### config.mk
export PLATFORM = sky130hd
export DESIGN_NAME = xcvr_parity
export DESIGN_NICKNAME = d
export VERILOG_FILES = /design/src/rtl/xcvr_parity_pkg.sv /design/src/rtl/xcvr_parity_tree.sv /design/src/rtl/xcvr_parity_ctl.sv /design/src/rtl/xcvr_parity_lane.sv /design/src/rtl/xcvr_parity.sv
export SDC_FILE = /design/constraint.sdc
export NUM_CORES = 1
export LEC_CHECK = 0
export CAP_MARGIN = 30
export CORE_AREA = 5 5 42 44
export DETAILED_ROUTE_END_ITERATION = 6
export DIE_AREA = 0 0 47 49
export GPL_ROUTABILITY_DRIVEN = 0
export GPL_TIMING_DRIVEN = 0
export PLACE_DENSITY_LB_ADDON = 0.05
export SLEW_MARGIN = 40
export SYNTH_ARGS = -nofsm -noshare
export SYNTH_HDL_FRONTEND = slang
export SYNTH_SLANG_ARGS = --single-unit
### constraint.sdc
create_clock -name vclk -period 1.5
set_clock_uncertainty 0.05 [all_clocks]
set_input_delay 0.3 -clock vclk [all_inputs]
set_output_delay 0.3 -clock vclk [all_outputs]
set_load 0.03 [all_outputs]
### src/rtl/xcvr_parity_pkg.sv
package xcvr_parity_pkg;

  typedef enum logic {
    DIR_RX = 1'b0,
    DIR_TX = 1'b1
  } dir_e;

  typedef enum logic {
    PAR_EVEN = 1'b0,
    PAR_ODD  = 1'b1
  } par_mode_e;

  // Driver plan decoded from direction and disable
  typedef struct packed {
    logic a_drv;
    logic b_drv;
    logic par_drv;
    logic chk_en;
  } path_ctl_t;

  localparam path_ctl_t PATH_IDLE = '{a_drv: 1'b0, b_drv: 1'b0, par_drv: 1'b0, chk_en: 1'b0};

endpackage

### src/rtl/xcvr_parity_tree.sv
module xcvr_parity_tree #(
  parameter int W = 8
) (
  input  logic [W-1:0] bits_i,
  output logic         par_o
);
  localparam int LVLS  = (W > 1) ? $clog2(W) : 1;
  localparam int PW    = 1 << LVLS;
  localparam int NODES = 2 * PW - 1;

  logic [PW-1:0]    pad;
  logic [NODES-1:0] node;

  always_comb begin
    pad = '0;
    pad[W-1:0] = bits_i;
  end

  // Heap layout: leaves at PW-1.., root at 0
  for (genvar i = 0; i < PW; i++) begin : g_leaf
    assign node[PW-1+i] = pad[i];
  end

  for (genvar k = 0; k < PW - 1; k++) begin : g_xor
    assign node[k] = node[2*k+1] ^ node[2*k+2];
  end

  assign par_o = node[0];

endmodule

### src/rtl/xcvr_parity_ctl.sv
module xcvr_parity_ctl
  import xcvr_parity_pkg::*;
(
  input  dir_e      dir_i,
  input  logic      dis_i,
  output path_ctl_t ctl_o
);
  always_comb begin
    ctl_o = PATH_IDLE;
    if (!dis_i) begin
      unique case (dir_i)
        DIR_TX: begin
          ctl_o.b_drv   = 1'b1;
          ctl_o.par_drv = 1'b1;
        end
        DIR_RX: begin
          ctl_o.a_drv  = 1'b1;
          ctl_o.chk_en = 1'b1;
        end
        default: ctl_o = PATH_IDLE;
      endcase
    end
  end

endmodule

### src/rtl/xcvr_parity_lane.sv
module xcvr_parity_lane #(
  parameter int W = 8
) (
  input  logic         en_i,
  input  logic [W-1:0] src_i,
  output logic [W-1:0] out_o,
  output logic         oe_o
);
  // Gated pass-through; value parked at zero when released
  for (genvar i = 0; i < W; i++) begin : g_bit
    assign out_o[i] = en_i & src_i[i];
  end
  assign oe_o = en_i;

endmodule

### src/rtl/xcvr_parity.sv
module xcvr_parity
  import xcvr_parity_pkg::*;
#(
  parameter int DATA_W = 8
) (
  input  logic              dir_i,
  input  logic              dis_i,
  input  logic              odd_i,
  input  logic [DATA_W-1:0] a_in_i,
  output logic [DATA_W-1:0] a_out_o,
  output logic              a_oe_o,
  input  logic [DATA_W-1:0] b_in_i,
  output logic [DATA_W-1:0] b_out_o,
  output logic              b_oe_o,
  input  logic              par_in_i,
  output logic              par_out_o,
  output logic              par_oe_o,
  output logic              err_no
);
  localparam int CHK_W = DATA_W + 1;

  path_ctl_t  ctl;
  logic       a_xor;
  logic       chk_xor;
  logic [CHK_W-1:0] chk_vec;

  xcvr_parity_ctl u_ctl (
    .dir_i (dir_e'(dir_i)),
    .dis_i (dis_i),
    .ctl_o (ctl)
  );

  xcvr_parity_tree #(.W(DATA_W)) u_gen (
    .bits_i (a_in_i),
    .par_o  (a_xor)
  );

  assign chk_vec = {par_in_i, b_in_i};

  xcvr_parity_tree #(.W(CHK_W)) u_chk (
    .bits_i (chk_vec),
    .par_o  (chk_xor)
  );

  xcvr_parity_lane #(.W(DATA_W)) u_a_lane (
    .en_i  (ctl.a_drv),
    .src_i (b_in_i),
    .out_o (a_out_o),
    .oe_o  (a_oe_o)
  );

  xcvr_parity_lane #(.W(DATA_W)) u_b_lane (
    .en_i  (ctl.b_drv),
    .src_i (a_in_i),
    .out_o (b_out_o),
    .oe_o  (b_oe_o)
  );

  assign par_out_o = ctl.par_drv & (a_xor ^ odd_i);
  assign par_oe_o  = ctl.par_drv;
  // Error when total parity disagrees with mode
  assign err_no    = ~(ctl.chk_en & (chk_xor ^ odd_i));

endmodule

-- Word level (Yosys, flattened, before mapping)
Index checks and enable logic that the tools add are counted.
- input bits: 20
- register bits after elaboration: 0
- word-level logic and storage cells: 39
- muxes and demuxes: 3
- bitwise logic cells: 36
- operators by type and width (cell ; number):
    bitwise AND 1 bit ; 18
    XOR 1 bit ; 17
    two-way mux 4 bit ; 1
    two-way mux 2 bit ; 1
    two-way mux 1 bit ; 1
    inverter 1 bit ; 1

-- Logic depth before layout (Yosys ltp)
Gate-level depths: netlist of the first run.
- depth in word-level cells: 7
- depth in mapped cells: 4

-- Modules after synthesis
A second synthesis of the first run with hierarchy kept.
- cells, all modules: 40
- area total of the unflattened synthesis: 319.1 sq um
- modules (own cells, without submodules) (module ; times used ; cells an instance ; area an instance (sq um)):
    xcvr_parity_lane ; 2 ; 9 ; 57.6
    xcvr_parity_tree (u_chk) ; 1 ; 7 ; 82.6
    xcvr_parity_tree (u_gen) ; 1 ; 7 ; 61.3
    xcvr_parity_ctl ; 1 ; 4 ; 32.5
    xcvr_parity ; 1 ; 4 ; 27.5

-- Worst setup path before layout of the first run
No wires, ideal clock.
- kind: input-to-output
- start: in dir_i
- end: out a_out_o[0]
- data required time: 1150 ps
- data arrival time: 1298 ps
- setup slack: -148 ps
- stages: 2
- buffers on the path: 0
- path through: nor2_1 > and2_1
- longest elaborated chain between the ends: 3
- RTL lines (what ; line ; source):
    start: declaration ; xcvr_parity.sv:6 ; input logic dir_i,
    two-way mux 1 bit ; xcvr_parity_ctl.sv:11 ; unique case (dir_i)
    two-way mux 4 bit ; xcvr_parity_ctl.sv:10 ; if (!dis_i) begin
    bitwise AND 1 bit ; xcvr_parity_lane.sv:11 ; assign out_o[i] = en_i & src_i[i];
    end: declaration ; xcvr_parity.sv:10 ; output logic [DATA_W-1:0] a_out_o,
Every way passes these cells.

-- Worst setup path in the final report of the first run
- start: in a_in_i[0]
- end: out par_out_o
- longest elaborated chain between the ends: 5
- RTL lines (what ; line ; source):
    start: declaration ; xcvr_parity.sv:9 ; input logic [DATA_W-1:0] a_in_i,
    XOR 1 bit (3 in series) ; xcvr_parity_tree.sv:25 ; assign node[k] = node[2*k+1] ^ node[2*k+2];
    XOR 1 bit ; xcvr_parity.sv:59 ; assign par_out_o = ctl.par_drv & (a_xor ^ odd_i);
    bitwise AND 1 bit ; xcvr_parity.sv:59 ;
    end: declaration ; xcvr_parity.sv:16 ; output logic par_out_o,
Every way passes these cells.

==> results_tabular.tex, run 1 <==
\begin{tabular}{lr}
\hline
Metric & Value \\
\hline
\multicolumn{2}{l}{\textbf{Drt}} \\
DRC violation count after routing & 0 \\
Post-DR wirelength/cell & 10.7 um \\
Via count & 396 \\
Vias per std cell & 4.13 \\
Remaining number of nets flagged by the antenna check after routing & 0 \\
First drt pass iteration count & 1 \\
Routed wire length & 1030 um \\
Drt first-iter violations & 0 \\
\multicolumn{2}{l}{\textbf{Setup path}} \\
Worst stage delay on the critical path & 410 ps \\
Type of origin of the critical path & input pin \\
Most common cell on crit path & sky130\_fd\_sc\_hd\_\_buf\_6 \\
Nature of the critical path endpoint & output port \\
Endpoint required time on the critical path & 1150 ps \\
Signal arrival time at the worst endpoint & 1340 ps \\
Crit-path max FO & 2 \\
List of cells traversed by the critical path & buf\_6 > xnor2\_2 > xnor3\_1 > xnor2\_1 > and2\_4 > buf\_6 \\
Critical path type & input pin to output port \\
Cell at the slowest stage of the critical path & sky130\_fd\_sc\_hd\_\_xnor3\_1 \\
\multicolumn{2}{l}{\textbf{Synthesis}} \\
Share of the synthesized area in compound gates (AO/OA/AOI/OAI) & 0\% \\
Post-synthesis instance area & 298 um2 \\
Post-synthesis area per instance & 8.05 um2 \\
Main combinational cell family by area after synthesis & XOR/XNOR gates \\
Distinct cell type count of the synthesized netlist & 9 \\
Most area-consuming cells after synthesis & sky130\_fd\_sc\_hd\_\_and2\_1, sky130\_fd\_sc\_hd\_\_xnor2\_1, sky130\_fd\_sc\_hd\_\_xnor3\_1 \\
Synth Net Count & 57 \\
Share of synthesized area spent on multiplexers & 0\% \\
Warning count from the yosys run & 0 \\
Top cell type's share of synthesized area & 35.7\% \\
Synthesized-area fraction occupied by and/or/nand/nor cells & 40.3\% \\
Gate Count Post-Synth & 37 \\
Xor and xnor area share after synthesis & 53.4\% \\
Share of synthesized cell area in full adder, half adder and majority cells & 0\% \\
Ranking of synthesized cells by instance count & sky130\_fd\_sc\_hd\_\_and2\_1, sky130\_fd\_sc\_hd\_\_xnor2\_1, sky130\_fd\_sc\_hd\_\_xor2\_1 \\
Leading cell type by number of instances after synthesis & sky130\_fd\_sc\_hd\_\_and2\_1 \\
Leading area contributor after synthesis & sky130\_fd\_sc\_hd\_\_and2\_1 \\
Register area share after synthesis & 0\% \\
\multicolumn{2}{l}{\textbf{Floorplanning}} \\
Die Span X & 47 um \\
Total number of placement rows & 14 \\
Core box area & 1400 um2 \\
Die area & 2300 um2 \\
I/O pin total & 41 \\
Starting density of the core & 21.3\% \\
Die Ht & 49 um \\
\multicolumn{2}{l}{\textbf{Timing}} \\
Worst setup slack after layout & -195 ps \\
Time the final worst path needs with I/O delays and setup & 1690 ps \\
Relative slew margins & 80.2\% \\
Highest clock frequency the design can meet & 590 MHz \\
Number of hold-slack violations in the final timing report & 0 \\
Share of the cycle needed by the critical path after routing & 113\% \\
Slew at the pin closest to its max-slew limit & 299 ps \\
Final Max Slew Viols & 0 \\
Post-Route Setup TNS & -374 ps \\
Final setup violation count & 2 \\
RSZ-0062 raised after global routing & true \\
\multicolumn{2}{l}{\textbf{Pwr}} \\
Maximum resistive drop on vdd & 0.176 mV \\
Static leakage & 0.384 nW \\
Power, Total & 0.000313 W \\
Power per standard cell area & 437 nW/um2 \\
\multicolumn{2}{l}{\textbf{Hold path}} \\
Sink of the worst hold path & b\_out\_o[6] \\
Hold path startpoint & a\_in\_i[6] \\
Type of the most critical hold path & input pin to output port \\
Count of cells along the worst hold path & 3 \\
\multicolumn{2}{l}{\textbf{Placement}} \\
Post-DP Area & 743 um2 \\
Number of I/O port buffers & 41 \\
Placed cells & 94 \\
Final HPWL from detailed placement & 849 um \\
\multicolumn{2}{l}{\textbf{Run status}} \\
Violations in the final reports & negative setup slack \\
Result of the run & complete, but fails checks \\
\multicolumn{2}{l}{\textbf{Global routing}} \\
GRT Resource Usage Total & 9.31\% \\
Vias in the first global route & 374 \\
First-pass GRT wire length & 1730 um \\
Initial antenna violation count & 0 \\
Overall overflow remaining after global route & 0 \\
Maximum number of pins on one net before global-route repair & 12 \\
\multicolumn{2}{l}{\textbf{Finish}} \\
Flip-flop and latch count & 0 \\
Final non-filler cell area & 717 um2 \\
Total of fill cells in the finished design & 157 \\
Antenna diode count & 0 \\
Final \#Nets & 102 \\
Combined flip-flop and latch cell area & 0 um2 \\
Post-route insts no fill & 96 \\
Number of clock-tree buffers in the layout & 0 \\
Area overhead of the layout relative to synthesis & 141\% \\
Ratio of cells with drive above 1 in the final layout & 57.5\% \\
\multicolumn{2}{l}{\textbf{Job}} \\
Max-cap check violation count & 0 \\
\hline
\end{tabular}
[placed cells by master (no fill, tap or decap), drive strengths merged, types with 2 or more instances in the layout]
master / n
xor2: 3
clkdlybuf4s15: 4
xnor3: 2
clkbuf: 2
xnor2: 10
and2: 17
dlygate4sd2: 5
buf: 32
nor2: 2
[how the worst max path moves through the flow]
stage	from	to	slack [ps]	depth (start not counted)
detailed placement	a_in_i[0]	par_out_o	-1160	6
global route	b_in_i[4]	err_no	-240	6
global placement	a_in_i[0]	par_out_o	-1160	6
floorplan	a_in_i[0]	par_out_o	-6	4
finish	a_in_i[0]	par_out_o	-190	6
CTS	odd_i	par_out_o	-250	6
[stage by stage]
stage / hold WS (ps) / util (%) / worst slack [ps]
3_5_place_dp: 1710 / 53.0 / -1160
2_1_floorplan: 635 / - / -5.78
5_1_grt: 903 / 51.2 / -241
6_report: 884 / 51.2 / -195
3_3_place_gp: 1700 / 53.0 / -1160
4_1_cts: 887 / 53.8 / -252
[kinds of logic (layout without fill, tap and decap cells)]
family,Yosys count,count (layout)
xor+xnor,15,15
simple gates,20,21
buf+inv,2,44
[worst max-delay path: cells and delay by family]
family,cells,cell delay (ps)
xor+xnor,3,680
simple gates,1,150
buf+inv,2,220
[metal layers]
metal  vias up  share of wire, %  global-route usage (%)
li1        202                 -                       -
met1       175                33                    12.6
met2        19                51                    15.2
met3         0                16                    2.95
met4         0                 0                       0
met5         -                 0                       0
[final cells by class]
type,instances,area [um2],share of cell area (%)
well taps,16,20.0,2.79
repair buffers,42,328,45.7
plain buffers,2,18.8,2.62
multi-input cells,36,350,48.9
[power breakdown]
group / leakage, nW / switching (W) / total (W) / internal (W)
logic: 0.384 / 0.000144 / 0.000313 / 0.000169
clock network: 0 / 0 / 0 / 0
registers: 0 / 0 / 0 / 0
[timing repair]
action | CTS | global route
hold buffers | 0 | 0
gates resized for setup | 159 | 26
setup endpoints to repair | 21 | 12
cloned | 1 | 0
pin swaps | 18 | 7
buffers inserted | 1 | 0
(Power assumes the default switching activity.)
==> run 2, diff against run 1 <==
--- a/config.mk
+++ b/config.mk
@@ -6,9 +6,11 @@
 export NUM_CORES = 1
 export LEC_CHECK = 0
 export CAP_MARGIN = 30
-export CORE_AREA = 5 5 42 44
+export CELL_PAD_IN_SITES_DETAIL_PLACEMENT = 1
+export CELL_PAD_IN_SITES_GLOBAL_PLACEMENT = 2
+export CORE_MARGIN = 5
+export CORE_UTILIZATION = 11
 export DETAILED_ROUTE_END_ITERATION = 6
-export DIE_AREA = 0 0 47 49
 export GPL_ROUTABILITY_DRIVEN = 0
 export GPL_TIMING_DRIVEN = 0
 export PLACE_DENSITY_LB_ADDON = 0.05
==> run 2 against run 1 <==
Compared with the run above: the run still ends with negative setup slack left; combinational power rose by 6%; via count rose by 0.25%; worst setup slack got worse by 33 ps; final cell count rose by 16%; count of clock-buffer cells in the layout did not move; wire length rose by 29%; largest cell class unchanged; flip-flop and latch count did not move; worst hold slack got worse by 9.3 ps; first-iteration DRC count rose by 2; highest routed layer unchanged; cell area rose by 6.3%; total power rose by 5.8%; critical path depth did not move.
==> results_tabular.tex, run 2 (synthesized netlist as in run 1, its figures left out) <==
\begin{tabular}{lr}
\hline
Metric & Value \\
\hline
\multicolumn{2}{l}{\textbf{Timing}} \\
Relative slew margins & 79.9\% (-0.25 points) \\
Hold slack final & 874 ps (-9.28 ps) \\
Post-Route Setup TNS & -418 ps (-44.5 ps) \\
Time the final worst path needs with I/O delays and setup & 1730 ps (+33.3 ps) \\
Number of hold-slack violations in the final timing report & 0 (unchanged) \\
Highest clock frequency the design can meet & 579 MHz (-1.9\%) \\
Worst setup slack after layout & -228 ps (-33.3 ps) \\
Share of the cycle needed by the critical path after routing & 115\% (+2.2 points) \\
RSZ-0062 raised after global routing & true \\
Slew at the pin closest to its max-slew limit & 302 ps (+3.80 ps) \\
Final Max Slew Viols & 0 (unchanged) \\
Final setup violation count & 2 (unchanged) \\
\multicolumn{2}{l}{\textbf{Floorplanning}} \\
I/O pin total & 41 (unchanged) \\
Die area & 3850 um2 (+67\%) \\
Starting density of the core & 11.8\% (-9.4 points) \\
Total number of placement rows & 18 (+4) \\
Die Ht & 62.0 um (+27\%) \\
Core box area & 2520 um2 (+80\%) \\
Die Span X & 62.0 um (+32\%) \\
\multicolumn{2}{l}{\textbf{Finish}} \\
Antenna diode count & 0 (unchanged) \\
Ratio of cells with drive above 1 in the final layout & 61.7\% (+4.2 points) \\
Most frequent standard cell in the layout excluding fill and tap cells & sky130\_fd\_sc\_hd\_\_buf\_2 \\
Flip-flop and latch count & 0 (unchanged) \\
Number of clock-tree buffers in the layout & 0 (unchanged) \\
Post-route insts no fill & 111 (+16\%) \\
Final \#Nets & 103 (+0.98\%) \\
Most used cells in the layout excluding fill and tap cells & sky130\_fd\_sc\_hd\_\_buf\_2, sky130\_fd\_sc\_hd\_\_and2\_1, sky130\_fd\_sc\_hd\_\_buf\_6, sky130\_fd\_sc\_hd\_\_xnor2\_2, sky130\_fd\_sc\_hd\_\_dlygate4sd2\_1 \\
Area used by multi-input combinational logic & 374 um2 (+6.8\%) \\
Combined flip-flop and latch cell area & 0 um2 (unchanged) \\
Total of fill cells in the finished design & 323 (+110\%) \\
Area overhead of the layout relative to synthesis & 156\% \\
\multicolumn{2}{l}{\textbf{Run status}} \\
Violations in the final reports & negative setup slack \\
Result of the run & complete, but fails checks \\
\multicolumn{2}{l}{\textbf{Pwr}} \\
Internal power & 0.000179 W (+5.8\%) \\
Switching part of the total & 45.9\% (about the same) \\
Portion of total power attributed to the clock network & 0\% (unchanged) \\
Static leakage & 0.408 nW (+6.2\%) \\
Maximum resistive drop on vdd & 0.156 mV (-11\%) \\
Sequential share of power & 0\% (unchanged) \\
Combinational group share of total power & 100.0\% (about the same) \\
Power per standard cell area & 435 nW/um2 (-0.44\%) \\
Power, Total & 0.000331 W (+5.8\%) \\
Sw Pwr & 0.000152 W (+5.9\%) \\
\multicolumn{2}{l}{\textbf{Drt}} \\
Wire length on met1 & 470 um (+39\%) \\
Routed wire length & 1330 um (+29\%) \\
Drt first-iter violations & 2 (+2) \\
Vias per std cell & 3.58 (-13\%) \\
Post-DR wirelength/cell & 12.0 um (+12\%) \\
Via count & 397 (+0.25\%) \\
Total length of routed met2 wires & 762 um (+45\%) \\
Remaining number of nets flagged by the antenna check after routing & 0 (unchanged) \\
Met3 WL post-DR & 99 um (-40\%) \\
First drt pass iteration count & 3 (+2) \\
Top layer in use & met3 \\
DRC violation count after routing & 0 (unchanged) \\
\multicolumn{2}{l}{\textbf{Global routing}} \\
GRT Resource Usage Total & 6.15\% (-3.2 points) \\
First-pass GRT wire length & 1810 um (+4.8\%) \\
Maximum number of pins on one net before global-route repair & 12 (unchanged) \\
Overall overflow remaining after global route & 0 (unchanged) \\
Initial antenna violation count & 0 (unchanged) \\
Vias in the first global route & 400 (+7.0\%) \\
\multicolumn{2}{l}{\textbf{Setup path}} \\
Endpoint required time on the critical path & 1150 ps (about the same) \\
Signal arrival time at the worst endpoint & 1380 ps (+40 ps) \\
Crit-path max FO & 2 (unchanged) \\
Type of origin of the critical path & input pin \\
Critical path origin & a\_in\_i[0] \\
Critical path type & input pin to output port \\
Nature of the critical path endpoint & output port \\
\multicolumn{2}{l}{\textbf{Hold path}} \\
Type of the most critical hold path & input pin to output port \\
Hold path startpoint & a\_in\_i[6] \\
\multicolumn{2}{l}{\textbf{Job}} \\
Max-cap check violation count & 0 (unchanged) \\
\multicolumn{2}{l}{\textbf{Placement}} \\
Final HPWL from detailed placement & 1100 um (+30\%) \\
Placed cells & 108 (+15\%) \\
Number of I/O port buffers & 41 (unchanged) \\
\multicolumn{2}{l}{\textbf{Clock tree}} \\
Hold-fix buffers at CTS & 0 (unchanged) \\
\hline
\end{tabular}
[run 2: final timing paths]
check                        end  slack, ps  cells after the start
worst max-delay path   par_out_o       -230                      6
worst min-delay path  b_out_o[6]        870                      3
[run 2: area by class of cell]
cell class | instances | share of cell area, %
multi-input cells | 36 | 49.1
repair buffers | 43 | 43.5
well taps | 30 | 4.93
plain buffers | 2 | 2.46
[run 2: power by group through the flow]
stage / Clock [W] / Sequential, W / Combinational [W]
5_1_grt: 0 / 0 / 0.000352
3_3_place_gp: 0 / 0 / 0.000312
6_report: 0 / 0 / 0.000331
2_1_floorplan: 0 / 0 / 0.000180
4_1_cts: 0 / 0 / 0.000304
3_5_place_dp: 0 / 0 / 0.000313
[run 2: routing by layer]
metal / GRT usage, % / up-vias
met5: 0 / -
met4: 0 / 0
met3: 1.03 / 0
met2: 12.7 / 13
met1: 6.76 / 183
li1: - / 201
[run 2: per-stage QoR]
stage	utilization [%]	worst slack [ps]	instance area, um2
floorplan	-	-5.78	313
global placement	30.2	-1170	761
detailed placement	30.2	-1190	761
CTS	28.1	-283	709
global route	30.2	-284	762
finish	30.2	-228	762
[run 2: timing repair]
action,4_1_cts,5_1_grt
setup endpoints to repair,21,9
buffers inserted,1,0
resized for setup,167,25
cloned,1,1
pin swaps,18,8
[run 2: worst max-delay path: stages]
cell	delay, ps
sky130_fd_sc_hd__buf_8	100
sky130_fd_sc_hd__xnor2_4	140
sky130_fd_sc_hd__xnor3_1	420
sky130_fd_sc_hd__xnor2_1	140
sky130_fd_sc_hd__and2_4	150
sky130_fd_sc_hd__buf_6	120
